### config.mk
export PLATFORM = sky130hd
export DESIGN_NAME = tcg_clock_gate
export DESIGN_NICKNAME = d
export VERILOG_FILES = /design/src/rtl/tcg_pkg.sv /design/src/rtl/tcg_edge_det.sv /design/src/rtl/tcg_src_mux.sv /design/src/rtl/tcg_run_ctrl.sv /design/src/rtl/tcg_clock_gate.sv
export SDC_FILE = /design/constraint.sdc
export NUM_CORES = 1
export LEC_CHECK = 0
export CELL_PAD_IN_SITES_DETAIL_PLACEMENT = 0
export CELL_PAD_IN_SITES_GLOBAL_PLACEMENT = 2
export CORE_ASPECT_RATIO = 1.25
export CORE_MARGIN = 2
export CORE_UTILIZATION = 28
export CTS_CLUSTER_DIAMETER = 150
export DETAILED_ROUTE_END_ITERATION = 8
export PLACE_DENSITY = 0.89
export SETUP_SLACK_MARGIN = 0.4
export SLEW_MARGIN = 20
export SYNTH_ARGS = -nofsm -noshare
export SYNTH_HDL_FRONTEND = slang
export SYNTH_SLANG_ARGS = --single-unit
### constraint.sdc
create_clock -name clk -period 2.8 [get_ports clk]
set_input_delay 0.56 -clock clk [delete_from_list [all_inputs] [get_ports clk]]
set_output_delay 0.56 -clock clk [all_outputs]
set_load 0.03 [all_outputs]
### src/rtl/tcg_pkg.sv
package tcg_pkg;

   typedef enum logic {
      MODE_CAPTURE  = 1'b0,
      MODE_WAVEFORM = 1'b1
   } tcg_mode_e;

   typedef struct packed {
      logic dis_on_load;
      logic stop_on_load;
      logic dis_on_cmp;
      logic stop_on_cmp;
   } tcg_evt_cfg_t;

endpackage

### src/rtl/tcg_edge_det.sv
module tcg_edge_det #(
   parameter int STAGES = 2
) (
   input  logic clk,
   input  logic rst_n,
   input  logic din,
   output logic lvl,
   output logic rise,
   output logic fall
);

   logic prev_q;

   generate
      if (STAGES == 0) begin : g_direct
         assign lvl = din;
      end else begin : g_sync
         logic [STAGES-1:0] sync_q;
         always_ff @(posedge clk or negedge rst_n) begin
            if (!rst_n) sync_q <= '0;
            else        sync_q <= {sync_q[STAGES-2:0], din};
         end
         assign lvl = sync_q[STAGES-1];
      end
   endgenerate

   always_ff @(posedge clk or negedge rst_n) begin
      if (!rst_n) prev_q <= 1'b0;
      else        prev_q <= lvl;
   end

   assign rise = lvl & ~prev_q;
   assign fall = ~lvl & prev_q;

endmodule

### src/rtl/tcg_src_mux.sv
module tcg_src_mux #(
   parameter int N_INT = 5,
   parameter int N_EXT = 3,
   localparam int N_SRC = N_INT + N_EXT,
   localparam int SEL_W = $clog2(N_SRC),
   localparam int BST_W = $clog2(N_EXT + 1)
) (
   input  logic [N_SRC-1:0] rise_all,
   input  logic [N_SRC-1:0] fall_all,
   input  logic [N_EXT-1:0] ext_lvl,
   input  logic [SEL_W-1:0] src_sel,
   input  logic             clk_inv,
   input  logic [BST_W-1:0] burst_sel,
   output logic             tick
);

   logic edge_sel;
   logic gate_ok;

   always_comb begin
      edge_sel = 1'b0;
      for (int i = 0; i < N_SRC; i++) begin
         if (int'(src_sel) == i) edge_sel = clk_inv ? fall_all[i] : rise_all[i];
      end
   end

   always_comb begin
      gate_ok = (burst_sel == '0);
      for (int i = 0; i < N_EXT; i++) begin
         if (int'(burst_sel) == i + 1) gate_ok = ext_lvl[i];
      end
   end

   assign tick = edge_sel & gate_ok;

endmodule

### src/rtl/tcg_run_ctrl.sv
module tcg_run_ctrl
   import tcg_pkg::*;
(
   input  logic         clk,
   input  logic         rst_n,
   input  tcg_mode_e    mode,
   input  tcg_evt_cfg_t cfg,
   input  logic         cmd_en,
   input  logic         cmd_dis,
   input  logic         trig,
   input  logic         ldb_evt,
   input  logic         cmp_evt,
   output logic         en_q,
   output logic         run_q
);

   logic auto_dis;
   logic auto_stop;
   logic en_nx;
   logic run_nx;

   always_comb begin
      if (mode == MODE_WAVEFORM) begin
         auto_dis  = cmp_evt & cfg.dis_on_cmp;
         auto_stop = cmp_evt & cfg.stop_on_cmp;
      end else begin
         auto_dis  = ldb_evt & cfg.dis_on_load;
         auto_stop = ldb_evt & cfg.stop_on_load;
      end
   end

   always_comb begin
      if (cmd_dis || auto_dis) en_nx = 1'b0;
      else if (cmd_en)         en_nx = 1'b1;
      else                     en_nx = en_q;

      if (!en_nx)         run_nx = 1'b0;
      else if (!en_q)     run_nx = run_q;
      else if (trig)      run_nx = 1'b1;
      else if (auto_stop) run_nx = 1'b0;
      else                run_nx = run_q;
   end

   always_ff @(posedge clk or negedge rst_n) begin
      if (!rst_n) begin
         en_q  <= 1'b0;
         run_q <= 1'b0;
      end else begin
         en_q  <= en_nx;
         run_q <= run_nx;
      end
   end


   en_rise_chk: assert property (@(posedge clk) disable iff (!rst_n)
      $rose(en_q) |-> $past(cmd_en && !cmd_dis));


   dis_wins_chk: assert property (@(posedge clk) disable iff (!rst_n)
      cmd_dis |=> !en_q);


   run_needs_en_chk: assert property (@(posedge clk) disable iff (!rst_n)
      run_q |-> en_q);


   start_src_chk: assert property (@(posedge clk) disable iff (!rst_n)
      $rose(run_q) |-> $past(trig));


   trig_wins_chk: assert property (@(posedge clk) disable iff (!rst_n)
      (en_q && trig && !cmd_dis && !auto_dis) |=> run_q);

endmodule

### src/rtl/tcg_clock_gate.sv
module tcg_clock_gate
   import tcg_pkg::*;
#(
   parameter int N_INT       = 5,
   parameter int N_EXT       = 3,
   parameter int SYNC_STAGES = 2,
   localparam int N_SRC = N_INT + N_EXT,
   localparam int SEL_W = $clog2(N_SRC),
   localparam int BST_W = $clog2(N_EXT + 1)
) (
   input  logic             clk,
   input  logic             rst_n,
   input  logic [N_INT-1:0] int_clk,
   input  logic [N_EXT-1:0] ext_clk,
   input  logic [SEL_W-1:0] src_sel,
   input  logic             clk_inv,
   input  logic [BST_W-1:0] burst_sel,
   input  logic             wave_mode,
   input  logic             ldb_dis,
   input  logic             ldb_stop,
   input  logic             cmpc_dis,
   input  logic             cmpc_stop,
   input  logic             cmd_enable,
   input  logic             cmd_disable,
   input  logic             trigger,
   input  logic             load_b_evt,
   input  logic             cmp_c_evt,
   output logic             cnt_en,
   output logic             clk_enabled
);

   generate
      if (N_INT < 1 || N_EXT < 1) begin : g_bad_count
         $error("tcg_clock_gate: needs at least one internal and one external source");
      end
      if (SYNC_STAGES < 2) begin : g_bad_sync
         $error("tcg_clock_gate: SYNC_STAGES must be 2 or more");
      end
   endgenerate

   logic [N_SRC-1:0] rise_all;
   logic [N_SRC-1:0] fall_all;
   logic [N_SRC-1:0] lvl_all;
   logic             tick;
   logic             en_st;
   logic             run_st;
   logic             cnt_en_q;
   tcg_evt_cfg_t     evt_cfg;
   tcg_mode_e        mode;

   generate
      for (genvar gi = 0; gi < N_SRC; gi++) begin : g_src
         if (gi < N_INT) begin : g_int
            tcg_edge_det #(.STAGES(0)) u_det (
               .clk  (clk),
               .rst_n(rst_n),
               .din  (int_clk[gi]),
               .lvl  (lvl_all[gi]),
               .rise (rise_all[gi]),
               .fall (fall_all[gi])
            );
         end else begin : g_ext
            tcg_edge_det #(.STAGES(SYNC_STAGES)) u_det (
               .clk  (clk),
               .rst_n(rst_n),
               .din  (ext_clk[gi-N_INT]),
               .lvl  (lvl_all[gi]),
               .rise (rise_all[gi]),
               .fall (fall_all[gi])
            );
         end
      end
   endgenerate

   tcg_src_mux #(.N_INT(N_INT), .N_EXT(N_EXT)) u_mux (
      .rise_all (rise_all),
      .fall_all (fall_all),
      .ext_lvl  (lvl_all[N_SRC-1:N_INT]),
      .src_sel  (src_sel),
      .clk_inv  (clk_inv),
      .burst_sel(burst_sel),
      .tick     (tick)
   );

   assign evt_cfg = '{dis_on_load: ldb_dis, stop_on_load: ldb_stop,
                      dis_on_cmp: cmpc_dis, stop_on_cmp: cmpc_stop};
   assign mode    = wave_mode ? MODE_WAVEFORM : MODE_CAPTURE;

   tcg_run_ctrl u_ctrl (
      .clk    (clk),
      .rst_n  (rst_n),
      .mode   (mode),
      .cfg    (evt_cfg),
      .cmd_en (cmd_enable),
      .cmd_dis(cmd_disable),
      .trig   (trigger),
      .ldb_evt(load_b_evt),
      .cmp_evt(cmp_c_evt),
      .en_q   (en_st),
      .run_q  (run_st)
   );

   always_ff @(posedge clk or negedge rst_n) begin
      if (!rst_n) cnt_en_q <= 1'b0;
      else        cnt_en_q <= tick & en_st & run_st;
   end

   assign cnt_en      = cnt_en_q;
   assign clk_enabled = en_st;


   pulse_single_chk: assert property (@(posedge clk) disable iff (!rst_n)
      cnt_en_q |=> !cnt_en_q);


   count_gated_chk: assert property (@(posedge clk) disable iff (!rst_n)
      cnt_en_q |-> $past(run_st));

endmodule

==> metrics.md <==
| Metric | Value |
|---|---|
| Clock tree buffer depth | 2 |
| Clk root buf | clkbuf_4 |
| Post-Layout Cell Count | 129 |
| Grt met2 use | 0.174 |
| Setup TNS Final | 0 ns |
| Starting Density | 0.290 |
| Mean post-synth cell area | 11.7 um^2 |
| Most common cell in the netlist | dfrtp_1 |
| Grt met3 use | 0.0311 |
| Final worst slack | 0.803 ns |
| # IOs | 28 |
| Psw | 0.000113 W |
| Clock sinks | 17 |
| Core Rows | 21 |
| Pwr dens | 432 nW/um^2 |
| Worst hold path class | flip-flop to flip-flop |
| Crit path cell chain | clkdlybuf4s50_1 |
| Via count | 624 |
| Post-synth ARST share | 1.00 |
| First-pass GRT wire length | 2660 um |
| #FFs+latches synth | 17 |
| Setup-failing EPs final | 0 |
| Sequential share of power | 0.563 |
| Period utilization | 0.713 |
| Sw Share | 0.241 |
| Die width | 50.9 um |
| Final slew viol count | 0 |
| Placed insts | 125 |
| Fillers | 265 |
| CP max-delay cell | clkdlybuf4s50_1 |
| GRT busiest layer | met2 |
| Post-Route WL | 1550 um |
| Synth cell count leaders | dfrtp_1 (17), nand3b_1 (6), nor2_1 (5), o21ai_0 (5), nand2_1 (4) |
| Input/output buffers | 27 |
| Worst-Margin Slew | 0.789 ns |
| RSZ-0062 raised after global routing | false |
| Postcts setup bufs | 0 |
| CTS tree | yes |
| Internal power | 0.000357 W |
| GRT overflow | 0 |
| Final nets | 122 |
| Post-synthesis sequential area ratio | 0.552 |
| Slew margin rel. | 0.473 |
| Die height | 62.7 um |
| Iteration-0 DRC Markers | 3 |
| Worst vdd ir | 0.223 mV |
| Register area | 425 um^2 |
| Htree depth | 1 |
| Top cells by area, synth | dfrtp_1 (55%), nand3b_1 (5.8%), o21ai_0 (3.2%) |
| CP Capture Type | output pin |
| Max Cap Viol | 0 |
| Crit-path max cell delay | 0.71 ns |
| PostCTS Resize Cnt | 0 |
| RePlAce Congestion | 0.773 |
| Core Region | 2650 um^2 |
| Latest clock arrival within the worst-skew pair | 0.29 ns |
| Antenna Cells | 0 |
| Tmin final | 2.00 ns |
| Critical path class | flip-flop to output pin |
| Final HPWL DP | 1160 um |
| Post-route ant nets | 0 |
| WP buf/inv | 1 |
| Die ar. | 3190 um^2 |
| Avg WL per Cell | 12.0 um |
| Setup Skew | 0.00334 ns |
| CTS Hold Bufs | 0 |
| Antenna violations before repair | 0 |
| Hold slack | 0.358 ns |
| Synth Instances | 66 |
| Upper clock frequency limit | 0.501 GHz |
| GRT Total Usage | 0.107 |
| Routed vias/inst | 4.84 |
| Number of synthesized flops with an enable pin | 0 |
| Met1 Track Usage GR | 0.119 |
| Pre-CTS WS | 0.596 ns |
| Final-report hold violation count | 0 |
| Largest net degree at the start of global routing | 18 |
| CP Launch Type | flip-flop |
| Clock slew at reported path FFs | 0.10 ns |
| Clock power share | 0.276 |
| Ys flop type | dfrtp_1 |
| Vias in the first global route | 665 |
| Yosys warns | 0 |
| Syn_nets | 92 |
| Post-synth top area share | 0.552 |
| Area occupied by multi-input gates | 312 um^2 |
| Detailed-router iteration count before antenna repair | 2 |
| Num CTS Buffers | 3 |
| Outcome | finished clean |
| Final Core Density | 0.410 |
| CP delay by family, top | buffers and inverters |
| Synthesized area | 771 um^2 |
| DRC viols | 0 |
| P_leak | 0.436 nW |
| Share of cells above drive strength 1 | 0.0842 |
| Arr. time, crit path | 1.44 ns |
| Crit path max fanout | 5 |
| WP data required | 2.24 ns |
| Area Growth Syn to Fin | 41.2% |
| Logic pwr share | 0.161 |
| Leading area contributor after synthesis | dfrtp_1 |
| Post-synth cell types | 24 |
worst paths after layout:
path                                                          to  depth (start not counted)                             startpoint  slack (ns)
max                                                  clk_enabled                          1                            u_ctrl.en_q        0.80
min                        g_src[5].g_ext.u_det.g_sync.sync_q[1]                          0  g_src[5].g_ext.u_det.g_sync.sync_q[0]        0.36
max reg2reg                                               cnt_en                          4  g_src[5].g_ext.u_det.g_sync.sync_q[1]        1.51
min reg2reg                g_src[5].g_ext.u_det.g_sync.sync_q[1]                          0  g_src[5].g_ext.u_det.g_sync.sync_q[0]        0.36
max in group asynchronous                            u_ctrl.en_q                          1                                  rst_n        1.59
min in group asynchronous            g_src[1].g_int.u_det.prev_q                          1                                  rst_n        0.72
layout make-up:
class | count | area share
Clock buffer | 3 | 0.0207
Clock inverter | 1 | 0.00460
Inverter | 3 | 0.0103
Multi-Input combinational cell | 44 | 0.286
Sequential cell | 17 | 0.391
Tap cell | 34 | 0.0391
Timing Repair Buffer | 27 | 0.248
flip-flops by register name, indices dropped and copies added (netlist names):
name / flops
g_src.g_ext.u_det.g_sync.sync_q: 6
u_ctrl.en_q: 1
u_ctrl.run_q: 1
g_src.g_int.u_det.prev_q: 5
cnt_en: 1
g_src.g_ext.u_det.prev_q: 3
power by group through the flow:
| stage | clock network [W] | logic, W | registers, W |
|---|---|---|---|
| after floorplan | 0 | 0.0000263 | 0.000270 |
| after global placement | 0 | 0.0000760 | 0.000269 |
| after detailed placement | 0 | 0.0000763 | 0.000270 |
| after CTS | 0.000139 | 0.0000771 | 0.000265 |
| after global routing | 0.000148 | 0.0000833 | 0.000266 |
| final | 0.000130 | 0.0000757 | 0.000264 |
layout by cell type, fill, tap and decap left out, types with 3 or more instances in the layout:
cell type / instances
dfrtp_1: 17
nor3b_1: 3
nand2_1: 4
clkbuf_4: 3
nor2_1: 5
nand3b_1: 6
clkdlybuf4s50_1: 27
o21ai_0: 5
inv_1: 3
layer usage:
layer  part of all wire  vias up
met2               0.50       25
li1                   -      305
met5                  0        -
met1               0.41      292
met3              0.079        2
met4             0.0084        0
metrics by stage:
stage | instance area (um^2) | power (W)
finish | 1090 | 0.000470
global route | 1090 | 0.000498
floorplan | 771 | 0.000296
CTS | 1090 | 0.000480
global placement | 1060 | 0.000345
detailed placement | 1060 | 0.000346
logic make-up after synthesis:
kind of cell,share of synthesized area
compound gates,0.161
mux,0.0130
flops,0.552
simple gates,0.231
buf+inv,0.0438
Power figures use the tool's default switching activity.
